--- src/rtl/dcoh_pkg.sv ---
`timescale 1ns/1ps
package dcoh_pkg;
  typedef enum logic [2:0] {
    ST_INV = 3'd0,
    ST_EXC = 3'd1,
    ST_SC  = 3'd2,
    ST_SM  = 3'd3,
    ST_MOD = 3'd4
  } line_st_e;

  typedef enum logic [1:0] {
    CMD_NONE  = 2'd0,
    CMD_RD    = 2'd1,
    CMD_UPD   = 2'd2,
    CMD_FLUSH = 2'd3
  } bus_cmd_e;

  function automatic logic is_owner(line_st_e s);
    return (s == ST_SM) || (s == ST_MOD);
  endfunction
endpackage

--- src/rtl/dcoh_array.sv ---
`timescale 1ns/1ps
module dcoh_array
  import dcoh_pkg::*;
#(
  parameter int DATA_W = 16,
  parameter int TAG_W  = 6,
  parameter int SETS   = 4,
  parameter int IDX_W  = 2
) (
  input  logic                clk_i,
  input  logic                rst_ni,
  // port a: processor side
  input  logic [IDX_W-1:0]    a_idx_i,
  output line_st_e            a_st_o,
  output logic [TAG_W-1:0]    a_tag_o,
  output logic [2*DATA_W-1:0] a_line_o,
  input  logic                l_st_we_i,
  input  line_st_e            l_st_i,
  input  logic                l_fill_i,
  input  logic [TAG_W-1:0]    l_tag_i,
  input  logic [2*DATA_W-1:0] l_line_i,
  input  logic                l_word_we_i,
  input  logic                l_word_i,
  input  logic [DATA_W-1:0]   l_wdata_i,
  // port b: snoop side
  input  logic [IDX_W-1:0]    b_idx_i,
  output line_st_e            b_st_o,
  output logic [TAG_W-1:0]    b_tag_o,
  output logic [2*DATA_W-1:0] b_line_o,
  input  logic                s_st_we_i,
  input  line_st_e            s_st_i,
  input  logic                s_word_we_i,
  input  logic                s_word_i,
  input  logic [DATA_W-1:0]   s_wdata_i
);
  line_st_e                 st_q  [SETS];
  logic [TAG_W-1:0]         tag_q [SETS];
  logic [1:0][DATA_W-1:0]   dat_q [SETS];

  assign a_st_o   = st_q[a_idx_i];
  assign a_tag_o  = tag_q[a_idx_i];
  assign a_line_o = dat_q[a_idx_i];
  assign b_st_o   = st_q[b_idx_i];
  assign b_tag_o  = tag_q[b_idx_i];
  assign b_line_o = dat_q[b_idx_i];

  // local writes come last so they win over a same-cycle snoop write
  always_ff @(posedge clk_i or negedge rst_ni) begin
    if (!rst_ni) begin
      for (int i = 0; i < SETS; i++) st_q[i] <= ST_INV;
    end else begin
      for (int i = 0; i < SETS; i++) begin
        if (s_st_we_i && b_idx_i == IDX_W'(i)) st_q[i] <= s_st_i;
        if (l_st_we_i && a_idx_i == IDX_W'(i)) st_q[i] <= l_st_i;
      end
    end
  end

  always_ff @(posedge clk_i) begin
    for (int i = 0; i < SETS; i++) begin
      if (s_word_we_i && b_idx_i == IDX_W'(i)) dat_q[i][s_word_i] <= s_wdata_i;
      if (l_fill_i && a_idx_i == IDX_W'(i)) begin
        dat_q[i] <= l_line_i;
        tag_q[i] <= l_tag_i;
      end
      if (l_word_we_i && a_idx_i == IDX_W'(i)) dat_q[i][l_word_i] <= l_wdata_i;
    end
  end

  p_fill_sets_state_r2: assert property (@(posedge clk_i) disable iff (!rst_ni)
    l_fill_i |-> l_st_we_i && l_st_i != ST_INV);
endmodule

--- src/rtl/dcoh_snoop.sv ---
`timescale 1ns/1ps
module dcoh_snoop
  import dcoh_pkg::*;
#(
  parameter int DATA_W = 16,
  parameter int TAG_W  = 6
) (
  input  logic                snp_valid_i,
  input  bus_cmd_e            snp_cmd_i,
  input  logic [TAG_W-1:0]    snp_tag_i,
  input  line_st_e            st_i,
  input  logic [TAG_W-1:0]    tag_i,
  input  logic [2*DATA_W-1:0] line_i,
  output logic                shared_o,
  output logic                flush_o,
  output logic [2*DATA_W-1:0] flush_data_o,
  output logic                st_we_o,
  output line_st_e            st_o,
  output logic                word_we_o
);
  logic hit;
  assign hit          = snp_valid_i && st_i != ST_INV && tag_i == snp_tag_i;
  assign flush_data_o = line_i;

  always_comb begin
    shared_o  = 1'b0;
    flush_o   = 1'b0;
    st_we_o   = 1'b0;
    st_o      = st_i;
    word_we_o = 1'b0;
    unique case (snp_cmd_i)
      CMD_RD: begin
        shared_o = hit;
        flush_o  = hit && is_owner(st_i);
        st_we_o  = hit && (st_i == ST_EXC || st_i == ST_MOD);
        st_o     = (st_i == ST_EXC) ? ST_SC : ST_SM;
      end
      CMD_UPD: begin
        shared_o  = hit;
        word_we_o = hit;
        st_we_o   = hit;
        st_o      = ST_SC;
      end
      default: ;
    endcase
  end
endmodule

--- src/rtl/dcoh_fsm.sv ---
`timescale 1ns/1ps
module dcoh_fsm
  import dcoh_pkg::*;
#(
  parameter int DATA_W  = 16,
  parameter int LINE_AW = 8,
  parameter int IDX_W   = 2,
  parameter int TAG_W   = 6
) (
  input  logic                clk_i,
  input  logic                rst_ni,
  input  logic                cpu_req_i,
  input  logic                cpu_we_i,
  input  logic [LINE_AW-1:0]  cpu_line_i,
  input  logic                cpu_word_i,
  input  logic [DATA_W-1:0]   cpu_wdata_i,
  output logic                cpu_done_o,
  output logic [DATA_W-1:0]   cpu_rdata_o,
  output logic                bus_req_o,
  input  logic                bus_gnt_i,
  output bus_cmd_e            bus_cmd_o,
  output logic [LINE_AW-1:0]  bus_line_o,
  output logic                bus_word_o,
  output logic [2*DATA_W-1:0] bus_data_o,
  input  logic                shared_i,
  input  logic                fill_valid_i,
  input  logic [2*DATA_W-1:0] fill_data_i,
  input  logic                snp_busy_i,
  input  line_st_e            st_i,
  input  logic [TAG_W-1:0]    tag_i,
  input  logic [2*DATA_W-1:0] line_i,
  output logic                l_st_we_o,
  output line_st_e            l_st_o,
  output logic                l_fill_o,
  output logic                l_word_we_o
);
  typedef enum logic [2:0] {F_IDLE, F_WB, F_RD, F_FILL, F_UPD} fsm_e;

  fsm_e state_q, nxt;
  logic shared_q;
  logic hit;

  assign hit = st_i != ST_INV && tag_i == cpu_line_i[LINE_AW-1:IDX_W];

  always_comb begin
    nxt         = state_q;
    cpu_done_o  = 1'b0;
    cpu_rdata_o = cpu_word_i ? line_i[2*DATA_W-1:DATA_W] : line_i[DATA_W-1:0];
    bus_req_o   = 1'b0;
    bus_cmd_o   = CMD_NONE;
    bus_line_o  = cpu_line_i;
    bus_word_o  = cpu_word_i;
    bus_data_o  = {2{cpu_wdata_i}};
    l_st_we_o   = 1'b0;
    l_st_o      = st_i;
    l_fill_o    = 1'b0;
    l_word_we_o = 1'b0;
    unique case (state_q)
      F_IDLE: begin
        if (cpu_req_i && !snp_busy_i) begin
          if (hit) begin
            if (!cpu_we_i) begin
              cpu_done_o = 1'b1;
            end else if (st_i == ST_EXC || st_i == ST_MOD) begin
              l_word_we_o = 1'b1;
              l_st_we_o   = 1'b1;
              l_st_o      = ST_MOD;
              cpu_done_o  = 1'b1;
            end else begin
              nxt = F_UPD;
            end
          end else begin
            nxt = is_owner(st_i) ? F_WB : F_RD;
          end
        end
      end
      F_WB: begin
        bus_req_o  = 1'b1;
        bus_cmd_o  = CMD_FLUSH;
        bus_line_o = {tag_i, cpu_line_i[IDX_W-1:0]};
        bus_data_o = line_i;
        if (bus_gnt_i) begin
          l_st_we_o = 1'b1;
          l_st_o    = ST_INV;
          nxt       = F_RD;
        end
      end
      F_RD: begin
        bus_req_o = 1'b1;
        bus_cmd_o = CMD_RD;
        if (bus_gnt_i) nxt = F_FILL;
      end
      F_FILL: begin
        cpu_rdata_o = cpu_word_i ? fill_data_i[2*DATA_W-1:DATA_W] : fill_data_i[DATA_W-1:0];
        if (fill_valid_i) begin
          l_fill_o  = 1'b1;
          l_st_we_o = 1'b1;
          if (!cpu_we_i) begin
            l_st_o     = shared_q ? ST_SC : ST_EXC;
            cpu_done_o = 1'b1;
            nxt        = F_IDLE;
          end else if (!shared_q) begin
            l_st_o      = ST_MOD;
            l_word_we_o = 1'b1;
            cpu_done_o  = 1'b1;
            nxt         = F_IDLE;
          end else begin
            l_st_o = ST_SC;
            nxt    = F_UPD;
          end
        end
      end
      F_UPD: begin
        bus_req_o = 1'b1;
        bus_cmd_o = CMD_UPD;
        if (bus_gnt_i) begin
          l_word_we_o = 1'b1;
          l_st_we_o   = 1'b1;
          l_st_o      = shared_i ? ST_SM : ST_MOD;
          cpu_done_o  = 1'b1;
          nxt         = F_IDLE;
        end
      end
      default: nxt = F_IDLE;
    endcase
  end

  always_ff @(posedge clk_i or negedge rst_ni) begin
    if (!rst_ni) begin
      state_q  <= F_IDLE;
      shared_q <= 1'b0;
    end else begin
      state_q <= nxt;
      if (state_q == F_RD && bus_gnt_i) shared_q <= shared_i;
    end
  end

  p_wb_then_rd_r10: assert property (@(posedge clk_i) disable iff (!rst_ni)
    (bus_req_o && bus_gnt_i && bus_cmd_o == CMD_FLUSH) |=> (bus_req_o && bus_cmd_o == CMD_RD));
  p_rd_waits_fill_r3: assert property (@(posedge clk_i) disable iff (!rst_ni)
    (bus_req_o && bus_gnt_i && bus_cmd_o == CMD_RD) |=> !bus_req_o);
  p_upd_completes_r7: assert property (@(posedge clk_i) disable iff (!rst_ni)
    (bus_req_o && bus_gnt_i && bus_cmd_o == CMD_UPD) |-> cpu_done_o);
  p_done_needs_req_r6: assert property (@(posedge clk_i) disable iff (!rst_ni)
    cpu_done_o |-> cpu_req_i);
endmodule

--- src/rtl/dcoh_ctrl.sv ---
`timescale 1ns/1ps
module dcoh_ctrl
  import dcoh_pkg::*;
#(
  parameter int DATA_W  = 16,
  parameter int LINE_AW = 8,
  parameter int SETS    = 4
) (
  input  logic                clk_i,
  input  logic                rst_ni,
  input  logic                cpu_req_i,
  input  logic                cpu_we_i,
  input  logic [LINE_AW-1:0]  cpu_line_i,
  input  logic                cpu_word_i,
  input  logic [DATA_W-1:0]   cpu_wdata_i,
  output logic                cpu_done_o,
  output logic [DATA_W-1:0]   cpu_rdata_o,
  output logic                bus_req_o,
  input  logic                bus_gnt_i,
  output logic [1:0]          bus_cmd_o,
  output logic [LINE_AW-1:0]  bus_line_o,
  output logic                bus_word_o,
  output logic [2*DATA_W-1:0] bus_data_o,
  input  logic                shared_i,
  input  logic                fill_valid_i,
  input  logic [2*DATA_W-1:0] fill_data_i,
  input  logic                snp_valid_i,
  input  logic [1:0]          snp_cmd_i,
  input  logic [LINE_AW-1:0]  snp_line_i,
  input  logic                snp_word_i,
  input  logic [DATA_W-1:0]   snp_data_i,
  output logic                shared_o,
  output logic                snp_flush_o,
  output logic [2*DATA_W-1:0] snp_flush_data_o
);
  localparam int IDX_W = $clog2(SETS);
  localparam int TAG_W = LINE_AW - IDX_W;

  line_st_e               a_st, b_st, l_st, s_st;
  logic [TAG_W-1:0]       a_tag, b_tag;
  logic [2*DATA_W-1:0]    a_line, b_line, l_line_unused;
  logic                   l_st_we, l_fill, l_word_we, s_st_we, s_word_we;
  bus_cmd_e               cmd;

  assign bus_cmd_o     = cmd;
  assign l_line_unused = fill_data_i;

  dcoh_array #(.DATA_W(DATA_W), .TAG_W(TAG_W), .SETS(SETS), .IDX_W(IDX_W)) u_array (
    .clk_i       (clk_i),
    .rst_ni      (rst_ni),
    .a_idx_i     (cpu_line_i[IDX_W-1:0]),
    .a_st_o      (a_st),
    .a_tag_o     (a_tag),
    .a_line_o    (a_line),
    .l_st_we_i   (l_st_we),
    .l_st_i      (l_st),
    .l_fill_i    (l_fill),
    .l_tag_i     (cpu_line_i[LINE_AW-1:IDX_W]),
    .l_line_i    (l_line_unused),
    .l_word_we_i (l_word_we),
    .l_word_i    (cpu_word_i),
    .l_wdata_i   (cpu_wdata_i),
    .b_idx_i     (snp_line_i[IDX_W-1:0]),
    .b_st_o      (b_st),
    .b_tag_o     (b_tag),
    .b_line_o    (b_line),
    .s_st_we_i   (s_st_we),
    .s_st_i      (s_st),
    .s_word_we_i (s_word_we),
    .s_word_i    (snp_word_i),
    .s_wdata_i   (snp_data_i)
  );

  dcoh_snoop #(.DATA_W(DATA_W), .TAG_W(TAG_W)) u_snoop (
    .snp_valid_i  (snp_valid_i),
    .snp_cmd_i    (bus_cmd_e'(snp_cmd_i)),
    .snp_tag_i    (snp_line_i[LINE_AW-1:IDX_W]),
    .st_i         (b_st),
    .tag_i        (b_tag),
    .line_i       (b_line),
    .shared_o     (shared_o),
    .flush_o      (snp_flush_o),
    .flush_data_o (snp_flush_data_o),
    .st_we_o      (s_st_we),
    .st_o         (s_st),
    .word_we_o    (s_word_we)
  );

  dcoh_fsm #(.DATA_W(DATA_W), .LINE_AW(LINE_AW), .IDX_W(IDX_W), .TAG_W(TAG_W)) u_fsm (
    .clk_i        (clk_i),
    .rst_ni       (rst_ni),
    .cpu_req_i    (cpu_req_i),
    .cpu_we_i     (cpu_we_i),
    .cpu_line_i   (cpu_line_i),
    .cpu_word_i   (cpu_word_i),
    .cpu_wdata_i  (cpu_wdata_i),
    .cpu_done_o   (cpu_done_o),
    .cpu_rdata_o  (cpu_rdata_o),
    .bus_req_o    (bus_req_o),
    .bus_gnt_i    (bus_gnt_i),
    .bus_cmd_o    (cmd),
    .bus_line_o   (bus_line_o),
    .bus_word_o   (bus_word_o),
    .bus_data_o   (bus_data_o),
    .shared_i     (shared_i),
    .fill_valid_i (fill_valid_i),
    .fill_data_i  (fill_data_i),
    .snp_busy_i   (snp_valid_i),
    .st_i         (a_st),
    .tag_i        (a_tag),
    .line_i       (a_line),
    .l_st_we_o    (l_st_we),
    .l_st_o       (l_st),
    .l_fill_o     (l_fill),
    .l_word_we_o  (l_word_we)
  );

  p_flush_is_shared_r9: assert property (@(posedge clk_i) disable iff (!rst_ni)
    snp_flush_o |-> shared_o);
  p_upd_never_flushes_r8: assert property (@(posedge clk_i) disable iff (!rst_ni)
    (snp_valid_i && snp_cmd_i == 2'd2) |-> !snp_flush_o);
  p_snoop_flush_silent_r8: assert property (@(posedge clk_i) disable iff (!rst_ni)
    (snp_valid_i && snp_cmd_i == 2'd3) |-> !shared_o && !snp_flush_o);
  p_idle_no_snoop_r1: assert property (@(posedge clk_i) disable iff (!rst_ni)
    !snp_valid_i |-> !shared_o && !snp_flush_o);
endmodule

--- config.mk ---
export PLATFORM = sky130hd
export DESIGN_NAME = dcoh_ctrl
export DESIGN_NICKNAME = d
export VERILOG_FILES = /design/src/rtl/dcoh_pkg.sv /design/src/rtl/dcoh_array.sv /design/src/rtl/dcoh_snoop.sv /design/src/rtl/dcoh_fsm.sv /design/src/rtl/dcoh_ctrl.sv
export SDC_FILE = /design/constraint.sdc
export NUM_CORES = 1
export LEC_CHECK = 0
export CAP_MARGIN = 5
export CORE_MARGIN = 2
export CORE_UTILIZATION = 28
export DETAILED_ROUTE_END_ITERATION = 12
export DONT_BUFFER_PORTS = 1
export PLACE_DENSITY = 0.4
export SETUP_SLACK_MARGIN = 0.05
export SLEW_MARGIN = 10
export SYNTH_ARGS = -nofsm -noshare
export SYNTH_HDL_FRONTEND = slang
export SYNTH_SLANG_ARGS = --single-unit
--- constraint.sdc ---
create_clock -name clk_i -period 4 [get_ports clk_i]
set_input_delay 0.4 -clock clk_i [delete_from_list [all_inputs] [get_ports clk_i]]
set_output_delay 0.4 -clock clk_i [all_outputs]
set_load 0.1 [all_outputs]
### Word-level counts from Yosys, hierarchy flattened

Memory sizes are Yosys's and may differ from the RTL's.
Index checks and enable logic that the tools add are counted.
W data, S select, Z words.

| word-level totals | value |
|---|---|
| flip-flop bits (word level) | 16 |
| RAM bits | 152 |
| logic and storage cells | 711 |
| memories | 2 |

| cells by class | value |
|---|---|
| order comparisons | 6 |
| equal/unequal tests | 27 |
| mux-type cells | 362 |
| bitwise gates (word level) | 258 |
| reductions and logical operators | 50 |

Memories:

| name | words | bits a word | rd ports | clocked after Yosys merged registers in | write ports | RTL line | text |
|---|---|---|---|---|---|---|---|
| u_array.dat_q | 4 | 32 | 2 | 0 | 4 | dcoh_array.sv:38 | `logic [1:0][DATA_W-1:0] dat_q [SETS];` |
| u_array.tag_q | 4 | 6 | 2 | 0 | 1 | dcoh_array.sv:37 | `logic [TAG_W-1:0] tag_q [SETS];` |

Operators with widths:

| cell | count |
|---|---|
| $mux W1 | 295 |
| $mux W32 | 9 |
| $or A1 B1 Y1 | 256 |
| $mux W3 | 32 |
| $mux W16 | 5 |
| $demux W16 S1 | 2 |
| $logic_and A1 B1 Y1 | 29 |
| $mux W6 | 3 |
| $reduce_or A6 Y1 | 3 |
| $pmux W3 S5 | 1 |
| $bmux W3 S2 | 2 |
| $eq A3 B2 Y1 const B | 4 |
| $eq A6 B6 Y1 | 2 |
| $pmux W3 S4 | 1 |
| $eq A2 B2 Y1 const B | 5 |
| $mux W2 | 5 |
| $eq A3 B1 Y1 const B | 3 |
| $eq A3 B3 Y1 const B | 3 |
| $pmux W1 S3 | 3 |
| $mux W8 | 1 |
| $ne A2 B2 Y1 const B | 4 |
| $reduce_bool A2 Y1 | 4 |
| $reduce_and A7 Y1 | 1 |
| $eq A2 B1 Y1 const B | 3 |
| other kinds (16) | 27 |

### Logic depth before layout (Yosys ltp)

Gate-level depths: netlist (run 1).

| logic depth | value |
|---|---|
| word-level depth | 15 |
| depth in mapped cells | 10 |
| gate-level depth less buffers | 7 |

### By module

Synthesis (run 1) repeated with hierarchy kept, for this count alone.

| unflattened totals | value |
|---|---|
| cell total of the unflattened synthesis | 1144 |
| area total of the unflattened synthesis | 11633.7 um^2 |

Modules (own cells, without submodules):

| module | instances | cells an instance | area an instance (um^2) | seq. area each (um^2) |
|---|---|---|---|---|
| dcoh_array | 1 | 861 | 9683.0 | 4864.7 |
| dcoh_fsm | 1 | 221 | 1496.4 | 100.1 |
| dcoh_snoop | 1 | 62 | 454.2 | 0.0 |

### Least setup slack after synthesis (run 1)

Ideal clock, no wire load.

| path | value |
|---|---|
| path type | input-to-output |
| start point | in cpu_line_i[0] |
| end point | out cpu_done_o |
| data arrival time | 3.921 ns |
| data required time | 3.600 ns |
| slack | -0.321 ns |
| stages on the path | 7 |
| buffers on the path | 1 |
| cell sequence | buf_4 > mux4_2 > xor2_1 > nor3_4 > and2_1 > nand3_1 > o21ai_0 |

| on the way | value |
|---|---|
| word-level cells in the longest chain between the ends | 11 |

Ends and longest elaborated chain:

| item | RTL line | text |
|---|---|---|
| from (decl) | dcoh_ctrl.sv:13 | `input logic [LINE_AW-1:0] cpu_line_i,` |
| $not A2 Y3 (not written as such) | dcoh_array.sv:40 | `assign a_st_o = st_q[a_idx_i];` |
| $bmux W3 S2 | dcoh_array.sv:40 |  |
| $mux W3 (not written as such) (2 in a row) | dcoh_array.sv:40 |  |
| $eq A3 B1 Y1 / $eq A3 B3 Y1 (equally long branches) | dcoh_fsm.sv:64 | `end else if (st_i == ST_EXC \|\| st_i == ST_MOD) begin` |
| $logic_or A1 B1 Y1 | dcoh_fsm.sv:64 |  |
| $mux W1 | dcoh_fsm.sv:64 |  |
| $mux W1 | dcoh_fsm.sv:62 | `if (!cpu_we_i) begin` |
| $mux W1 * | dcoh_fsm.sv:61 | `if (hit) begin` |
| $mux W1 * | dcoh_fsm.sv:60 | `if (cpu_req_i && !snp_busy_i) begin` |
| $pmux W1 S3 * | dcoh_fsm.sv:58 | `unique case (state_q)` |
| to (decl) | dcoh_ctrl.sv:16 | `output logic cpu_done_o,` |

Every way passes the cells marked *; elsewhere a longest branch is shown, timed or not. The select of a mux whose other input is x is not followed.

==> key figures, run 1 <==
Run status
  – Status: finished clean

Worst setup path
  – CP Max Fanout: 17
  – Crit path launch: u_array.st_q[5]$_DFFE_PN0P_
  – CP Launch Type: register
  – WP data required: 4.15 ns
  – Worst setup EP type: register
  – CP Buf/Inv Count: 1
  – Top delay family on crit path: simple AND/OR/NAND/NOR gates
  – Reg-to-Reg Start: u_array.st_q[5]$_DFFE_PN0P_
  – WP data arrival: 3.57 ns
  – Worst path slowest cell: and4_1
  – R2R Setup Slk: 0.59 ns
  – Reg2reg path depth: 7
  – Crit path kind: reg2reg
  – Number of cells on the critical path: 7
  – CP cell instances: mux4_2 > xnor2_1 > nor4_2 > and4_1 > o21ai_2 > nand3_1 > buf_4
  – Max incr delay on CP: 0.70 ns

Die
  – DIE WIDTH: 210 µm
  – Die area: 44200 µm²
  – FP Rows: 75
  – Chip Height: 210 µm
  – Initial Utilization: 28.4%
  – Core area: 41900 µm²
  – # IOs: 187

Detailed routing
  – Vias per cell: 6.02
  – # DRC: 0
  – Post-Route WL: 51000 µm
  – Initial DRC count: 810
  – DR WL met2: 25600 µm
  – DR vias: 9648
  – Metal3 WL: 4330 µm
  – Drt first pass iters: 5
  – Met1 WL: 19700 µm
  – Top Layer Used: met4
  – DR WL/cell: 31.8 µm
  – Number of antenna-violating nets in the routed design: 0

Clock tree
  – # Post-CTS Setup Buffers: 0
  – H-tree Lvls: 4
  – Hold-fix buffer count after cts: 1
  – CTS Buf Count: 17
  – Deepest clock path buffer count: 2
  – CTS Sinks: 168
  – Worst-Skew Late Latency: 0.47 ns
  – CTS resizes: 0
  – Cell chosen for the clock root: clkbuf_16
  – CTS tree: built
  – Clock transition at path regs: 0.07 ns

Run
  – Max-cap violations: 0

GRT
  – Initial antenna violation count: 0
  – Pin count of the biggest net entering global routing: 92
  – Vias in the first global route: 9922
  – First-pass GRT wire length: 72600 µm
  – GRT overflow: 0
  – Tot GR Track Use: 23.3%

Cells and area
  – Most frequent cells in the layout: nand2_1 (231), edfxtp_1 (152), mux4_2 (96)
  – Multi-input combinational cell area: 6500 µm²
  – Area grow syn2layout: 12.0%
  – Utilization after layout: 31.8%
  – Net count, final: 1146
  – Layout cells sized above 1: 24.2%
  – Fill cells: 4226
  – Register Area: 4960 µm²
  – Commonest non-fill, non-tap cell in the layout: nand2_1
  – Cell area after layout: 13300 µm²
  – Ant diodes: 0

Power and ir drop
  – Worst ir drop on vdd: 0.000408 V
  – Leakage: 4.82 nW
  – PD cells: 571 nW/µm²

Yosys
  – YS warnings: 0
  – Avg Inst Size Synth: 11.3 µm²
  – Post-Syn Nets: 1148
  – Seq/Total Area, Yosys: 41.7%
  – Prevailing post-synth register cell: edfxtp_1
  – Unique masters post-synth: 61
  – Flops & latches, synth: 168
  – Synth Cell Area: 11900 µm²
  – Asr flop ratio synth: 9.52%
  – Syn Inst Count: 1054
  – EDFF count, synth: 152

STA
  – Shortest period the worst path allows: 3.41 ns
  – Hold Vio Cnt, Final: 0
  – Setup Skew: 0.0149 ns
  – F_max: 293 MHz
  – Slew @ Worst Pin: 0.920 ns
  – Tcrit/Tclk final: 85.4%
  – Pins Over Slew Limit: 0
  – # setup viols final: 0
  – Unrepaired setup endpoints after global routing: no
  – Min Hold Slack: 0.0242 ns
  – Max-slew headroom: 38.5%
  – Total negative slack: 0 ns

Hold path
  – Hold depth: 0
  – Hold_sp: cpu_line_i[5]
  – Hold crit path type: in2reg

Place
  – Gpl congestion: 0.926
  – Port bufs: 0
  – Placed Instance Area: 12700 µm²
  – HPWL after DPL: 35400 µm
[sequential cells by signal (all words and copies together), names as in the netlist]
register / flops
u_array.dat_q: 128
u_array.st_q: 12
u_array.tag_q: 24
u_fsm.shared_q: 1
u_fsm.state_q: 3
[cells in the mapped netlist, types with 16 or more instances]
library cell  count  area share [%]
mux2i_1          27             2.3
nor2b_1          22             1.2
buf_2            21            0.88
buf_1            17            0.54
nand2_1         231             7.3
dfrtp_1          16             3.4
a21oi_1          64             2.7
mux4_2           96              18
and2_1           34             1.8
nor2_1           31            0.98
edfxtp_1        152              38
a32oi_1          91             6.7
a21boi_0         17             1.1
clkbuf_1         49             1.5
mux2_2           30             2.8
[worst paths after layout]
check | endpoint
setup / recovery | u_array.dat_q[2][12]$_DFFE_PP_
hold / removal | u_array.tag_q[3][3]$_DFFE_PP_
setup reg to reg | u_array.dat_q[2][12]$_DFFE_PP_
hold reg to reg | u_array.st_q[11]$_DFFE_PN0P_
max in group asynchronous | u_array.st_q[0]$_DFFE_PN0P_
min in group asynchronous | u_array.st_q[11]$_DFFE_PN0P_
[power breakdown]
part / internal [W] / switching, W
Sequential: 0.00209 / 0.000120
Clock: 0.000973 / 0.000762
Combinational: 0.000806 / 0.00286
[logic make-up after synthesis]
| kind of cell | after synthesis | share of synthesized area (%) |
|---|---|---|
| compound gates | 217 | 13.3 |
| xor+xnor | 16 | 1.18 |
| fa+ha+maj | 3 | 0.294 |
| buf+inv | 105 | 3.79 |
| flops | 168 | 41.7 |
| mux | 164 | 24.9 |
| simple gates | 381 | 14.9 |
[area by class of cell]
type / count / share of cell area (%)
clock buffer: 18 / 3.22
tap: 539 / 5.06
multi-input combinational: 781 / 48.8
clock inverter: 13 / 1.15
timing repair buffer: 72 / 4.17
inverter: 12 / 0.338
sequential: 168 / 37.3
[per-stage QoR]
step	total power, W	setup WS [ns]	instances
3_5_place_dp	0.00591	0.521	1571
5_1_grt	0.00788	0.382	1603
6_report	0.00761	0.585	1603
3_3_place_gp	0.00591	0.540	1571
2_1_floorplan	0.00524	0.230	1054
4_1_cts	0.00764	0.590	1603
[layer usage]
metal | up-vias | GRT usage [%]
li1 | 4132 | -
met1 | 5001 | 27.8
met2 | 455 | 40.4
met3 | 60 | 6.63
met4 | 0 | 7.39
met5 | - | 0
Note: power is estimated with default switching activity, not from simulation.
==> inputs of run 2 (changes only) <==
--- a/config.mk
+++ b/config.mk
@@ -8,8 +8,10 @@
 export CAP_MARGIN = 5
 export CORE_MARGIN = 2
 export CORE_UTILIZATION = 28
+export CTS_BUF_LIST = sky130_fd_sc_hd__clkbuf_8
 export DETAILED_ROUTE_END_ITERATION = 12
 export DONT_BUFFER_PORTS = 1
+export GPL_TIMING_DRIVEN = 0
 export PLACE_DENSITY = 0.4
 export SETUP_SLACK_MARGIN = 0.05
 export SLEW_MARGIN = 10
==> key figures, run 2 (synthesized netlist as in run 1, its figures left out) <==
Worst setup path
  – CP cell instances: and3b_1 > buf_2 > and2_1 > clkbuf_1 > nand2_1 > inv_2 > clkdlybuf4s15_1 > a21boi_0 > a32oi_1
  – CP Max Fanout: 15
  – WP data required: 4.31 ns
  – CP Launch Type: register
  – Worst path slowest cell: clkdlybuf4s15_1
  – Max incr delay on CP: 0.83 ns
  – WP data arrival: 4.13 ns
  – Crit path kind: reg2reg
  – Worst setup EP type: register

STA
  – F_max: 262 MHz
  – Unrepaired setup endpoints after global routing: no
  – Slew @ Worst Pin: 1.17 ns
  – Hold Vio Cnt, Final: 0
  – Max-slew headroom: 21.7%
  – Shortest period the worst path allows: 3.81 ns
  – Tcrit/Tclk final: 95.3%
  – Min Hold Slack: 0.0557 ns
  – # setup viols final: 0
  – Setup Skew: 0.0158 ns
  – Pins Over Slew Limit: 0

Clock tree
  – CTS tree: built
  – Deepest clock path buffer count: 2
  – CTS Buf Count: 17
  – Clock transition at path regs: 0.10 ns
  – Worst-Skew Late Latency: 0.51 ns
  – H-tree Lvls: 4
  – CTS Sinks: 168
  – Cell chosen for the clock root: clkbuf_8
  – # Post-CTS Setup Buffers: 0

Run
  – Max-cap violations: 0

Cells and area
  – Top flop regs: u_array.dat_q x128, u_array.tag_q x24, u_array.st_q x12
  – Cell area after layout: 13200 µm²
  – Net count, final: 1175
  – Top reg by flops: u_array.dat_q
  – Utilization after layout: 31.4%
  – Commonest non-fill, non-tap cell in the layout: nand2_1
  – Layout cells sized above 1: 23.1%
  – Ant diodes: 0
  – Most frequent cells in the layout: nand2_1 (209), edfxtp_1 (152), mux4_2 (96)
  – Flip-flop count of the largest register after layout: 128
  – Area grow syn2layout: 10.8%

Place
  – Port bufs: 0
  – Placed Instance Area: 12600 µm²
  – HPWL after DPL: 43000 µm
  – Gpl congestion: 0.931

Die
  – # IOs: 187
  – DIE WIDTH: 210 µm
  – Initial Utilization: 28.4%
  – Chip Height: 210 µm
  – Die area: 44200 µm²
  – Core area: 41900 µm²
  – FP Rows: 75

Detailed routing
  – Post-Route WL: 54800 µm
  – # DRC: 0
  – Vias per cell: 6.03
  – Drt first pass iters: 5
  – DR WL/cell: 33.6 µm
  – Initial DRC count: 1105
  – DR vias: 9850
  – Number of antenna-violating nets in the routed design: 0

GRT
  – Initial antenna violation count: 0
  – Grt met1 use: 30.6%
  – Vias in the first global route: 10133
  – GR Layer Usage met3: 6.97%
  – First-pass GRT wire length: 75600 µm
  – GRT Max-Usage Layer: met2
  – M2 GR Usage: 41.8%
  – Tot GR Track Use: 24.7%
  – Pin count of the biggest net entering global routing: 18
  – GRT overflow: 0

Power and ir drop
  – PD cells: 544 nW/µm²
  – Leakage: 4.69 nW
  – Worst ir drop on vdd: 0.000477 V

Hold path
  – Hold crit path type: in2reg

Run status
  – Status: finished clean
==> run 2: routing by layer <==
layer	vias to the layer above	routed length, µm
li1	4179	-
met2	514	26900
met5	-	0
met3	61	5000
met4	0	1370
met1	5096	21500
==> run 2: worst max-delay path, delay by kind of cell, from the launching register on <==
| kind | cells | cell delay [ns] |
|---|---|---|
| AND/OR/NAND/NOR | 3 | 0.70 |
| AO/OA/AOI/OAI | 2 | 0.55 |
| buffers and inverters | 4 | 1.90 |
| flip-flops | 1 | 0.45 |
==> run 2: metrics by stage <==
stage	setup TNS, ns	worst slack [ns]	total power, W	cells
2_1_floorplan	0	0.230	0.00524	1054
3_3_place_gp	-67.46	-0.711	0.00590	1593
3_5_place_dp	-68.82	-0.726	0.00591	1594
4_1_cts	0	0.0720	0.00717	1633
5_1_grt	0	0.0668	0.00742	1633
6_report	0	0.188	0.00716	1633
==> run 2: power by group <==
part	switching (W)	internal, W
combinational	0.00308	0.000684
clock	0.000766	0.000455
sequential	0.0000903	0.00209
total	0.00393	0.00323
==> run 2: final timing paths <==
| check | from | to | depth (start not counted) | slack, ns |
|---|---|---|---|---|
| max in group asynchronous | rst_ni | u_fsm.state_q[0]$_DFFE_PN0P_ | 1 | 3.08 |
| worst max-delay path | u_fsm.state_q[1]$_DFFE_PN0P_ | u_array.dat_q[0][3]$_DFFE_PP_ | 9 | 0.19 |
| worst min-delay path | shared_i | u_fsm.shared_q$_DFFE_PN0P_ | 2 | 0.06 |
| worst min register to register | u_fsm.shared_q$_DFFE_PN0P_ | u_fsm.shared_q$_DFFE_PN0P_ | 2 | 0.57 |
| worst max register to register | u_fsm.state_q[1]$_DFFE_PN0P_ | u_array.dat_q[0][3]$_DFFE_PP_ | 9 | 0.19 |
| min in group asynchronous | rst_ni | u_array.st_q[0]$_DFFE_PN0P_ | 1 | 0.41 |
==> run 2: layout make-up <==
type	instances	area [µm²]
repair buffers	8	75.1
clock inverters	15	131
flip-flops and latches	168	4960
multi-input cells	781	6620
inverters	12	45.0
well taps	539	674
clock buffers	17	234
fillers	4297	28800
plain buffers	93	437
==> run 2: what timing repair did <==
item,CTS,global route
hold buffers,7,0
endpoints found under the setup margin,151,66
gates cloned,0,0
resized for setup,37,13
endpoints found under the hold margin,40,0
==> inputs of run 3 (changes only) <==
--- a/config.mk
+++ b/config.mk
@@ -5,6 +5,7 @@
 export SDC_FILE = /design/constraint.sdc
 export NUM_CORES = 1
 export LEC_CHECK = 0
+export ABC_AREA = 1
 export CAP_MARGIN = 5
 export CORE_MARGIN = 2
 export CORE_UTILIZATION = 28
==> key figures, run 3 <==
Yosys
  – Synth area leader: edfxtp_1
  – Synth Cell Area: 11800 µm²
  – Dominant cell by count in the synthesized netlist: nand2_1
  – YS warnings: 0
  – Post-synth top cells: nand2_1 (577), o21ai_0 (236), inv_1 (156), edfxtp_1 (152), nand3_1 (107)
  – Syn Inst Count: 1642
  – Flops & latches, synth: 168
  – EDFF count, synth: 152
  – Synth top area share: 38.8%
  – Seq/Total Area, Yosys: 42.2%
  – Unique masters post-synth: 34
  – Synth area leaders: edfxtp_1 (39%), nand2_1 (18%), o21ai_0 (10%), inv_1 (5.0%), nand3_1 (4.5%)
  – Post-Syn Nets: 1736
  – Asr flop ratio synth: 9.52%
  – Prevailing post-synth register cell: edfxtp_1
  – Avg Inst Size Synth: 7.17 µm²

Clock tree
  – Deepest clock path buffer count: 2
  – Clock transition at path regs: 0.10 ns
  – H-tree Lvls: 4
  – CTS Sinks: 168
  – CTS Buf Count: 17
  – CTS tree: built
  – Worst-Skew Late Latency: 0.52 ns
  – Cell chosen for the clock root: clkbuf_8

Worst setup path
  – CP Launch Type: input pin
  – Crit path kind: in2out
  – Reg-to-Reg Start: u_array.st_q[5]$_DFFE_PN0P_
  – CP Max Fanout: 10
  – WP data arrival: 3.57 ns
  – Number of cells on the critical path: 7
  – R2R Setup Slk: 0.23 ns
  – Worst path slowest cell: a221oi_1
  – Worst setup EP type: output port
  – Reg2reg path depth: 14
  – WP data required: 3.60 ns
  – Crit path to: bus_data_o[8]
  – Crit path launch: cpu_line_i[0]
  – CP Buf/Inv Count: 3
  – Max incr delay on CP: 1.02 ns
  – CP cell instances: buf_2 > inv_2 > nand2_1 > clkbuf_1 > o22ai_1 > a221oi_1 > o21ai_2
  – RR Endpoint: u_array.dat_q[2][24]$_DFFE_PP_
  – Top delay family on crit path: compound AO/OA/AOI/OAI gates

STA
  – Slew @ Worst Pin: 1.30 ns
  – Setup Skew: 0.0178 ns
  – Shortest period the worst path allows: 3.97 ns
  – Pins Over Slew Limit: 0
  – Unrepaired setup endpoints after global routing: no
  – Hold Vio Cnt, Final: 0
  – Tcrit/Tclk final: 99.2%
  – Min Hold Slack: 0.0449 ns
  – # setup viols final: 0
  – Max-slew headroom: 13.2%
  – F_max: 252 MHz

GRT
  – GRT overflow: 0
  – Tot GR Track Use: 29.2%
  – Pin count of the biggest net entering global routing: 17
  – Vias in the first global route: 12461
  – Initial antenna violation count: 0
  – First-pass GRT wire length: 89400 µm

Cells and area
  – Layout cells sized above 1: 10.1%
  – Most frequent cells in the layout: nand2_1 (577), o21ai_0 (182), inv_1 (157)
  – Non-Filler Instances: 2227
  – Area grow syn2layout: 14.2%
  – Commonest non-fill, non-tap cell in the layout: nand2_1
  – Net count, final: 1769
  – Top flop regs: u_array.dat_q x128, u_array.tag_q x24, u_array.st_q x12
  – Ant diodes: 0
  – Flip-flop count of the largest register after layout: 128
  – Top reg by flops: u_array.dat_q

Detailed routing
  – DR WL/cell: 28.8 µm
  – Initial DRC count: 1128
  – Drt first pass iters: 6
  – Number of antenna-violating nets in the routed design: 0
  – Vias per cell: 5.59
  – Post-Route WL: 64100 µm
  – DR vias: 12454
  – # DRC: 0

Die
  – Chip Height: 209 µm
  – Core area: 41800 µm²
  – # IOs: 187
  – FP Rows: 75
  – Initial Utilization: 28.2%
  – Die area: 43700 µm²
  – DIE WIDTH: 209 µm

Place
  – Gpl congestion: 1.01
  – Placed Cells: 2187
  – Port bufs: 0
  – HPWL after DPL: 51200 µm

Hold path
  – Hold crit path type: in2reg

Power and ir drop
  – PD cells: 492 nW/µm²
  – Worst ir drop on vdd: 0.000344 V
  – Leakage: 5.82 nW

Run
  – Max-cap violations: 0

Run status
  – Status: finished clean
-- run 3: changes by cell type in the layout (fill, tap and decap cells not counted), moves of 30 or more --
| cell | before | now |
|---|---|---|
| mux4_2 | 96 | 0 |
| o21ai_2 | 2 | 46 |
| a22oi_1 | 1 | 40 |
| and2_1 | 34 | 0 |
| inv_1 | 10 | 157 |
| nand2_1 | 209 | 577 |
| mux2_2 | 30 | 0 |
| o21ai_0 | 12 | 182 |
| a21oi_1 | 64 | 5 |
| o21ai_1 | 1 | 49 |
| a32oi_1 | 91 | 0 |
| nand3_1 | 4 | 101 |
-- run 3: per-stage QoR --
stage                     instance area (µm²)  setup slack [ns]  power (W)  utilization, %  TNS (ns)
after CTS                               13400            0.0594    0.00662            32.0         0
after floorplan                         11800             0.176    0.00461               -         0
after detailed placement                12900            -0.520    0.00539            30.8    -42.02
final                                   13400            0.0339    0.00662            32.2         0
after global routing                    13400            0.0757    0.00687            32.2         0
after global placement                  12500             -1.15    0.00525            29.8    -96.56
-- run 3: how the worst min path moves through the flow --
stage / start / to / slack (ns) / depth (start not counted)
2_1_floorplan: rst_ni / u_array.st_q[0]$_DFFE_PN0P_ / 0.10 / 0
5_1_grt: shared_i / u_fsm.shared_q$_DFFE_PN0P_ / 0.02 / 2
4_1_cts: shared_i / u_fsm.shared_q$_DFFE_PN0P_ / 0.01 / 2
3_5_place_dp: rst_ni / u_array.st_q[5]$_DFFE_PN0P_ / 0.11 / 0
3_3_place_gp: rst_ni / u_array.st_q[5]$_DFFE_PN0P_ / 0.10 / 0
6_report: shared_i / u_fsm.shared_q$_DFFE_PN0P_ / 0.04 / 2
-- run 3: routing by layer --
metal | share of wire (%) | vias to the layer above | track usage [%]
met5 | 0 | - | 0
met2 | 47 | 517 | 48.7
met4 | 5.7 | 0 | 15.9
li1 | - | 5737 | -
met3 | 7.6 | 111 | 7.71
met1 | 39 | 6089 | 34.2
-- run 3: cell type report --
type | instances | area (µm²)
flip-flops and latches | 168 | 4960
repair buffers | 14 | 163
clock inverters | 15 | 129
inverters | 161 | 604
well taps | 539 | 674
plain buffers | 108 | 465
clock buffers | 17 | 234
multi-input cells | 1205 | 6210
fillers | 4574 | 28300
-- run 3: kinds of logic after synthesis --
logic type / synth area share, %
flip-flops: 42.2
adder cells (fa/ha/maj): 0.213
AND/OR/NAND/NOR: 27.3
AO/OA/AOI/OAI: 21.2
buffers and inverters: 9.07
-- run 3: what timing repair did --
action,CTS,global route
endpoints found under the setup margin,16,128
hold buffers,7,0
cloned,0,0
endpoints found under the hold margin,40,0
buffers inserted,0,0
gates resized for setup,12,15
pin swaps,0,0
-- run 3: power breakdown --
part           internal, W  total, W  switching [W]
clock network     0.000491   0.00121       0.000714
registers          0.00208   0.00218       0.000101
logic             0.000487   0.00324        0.00275
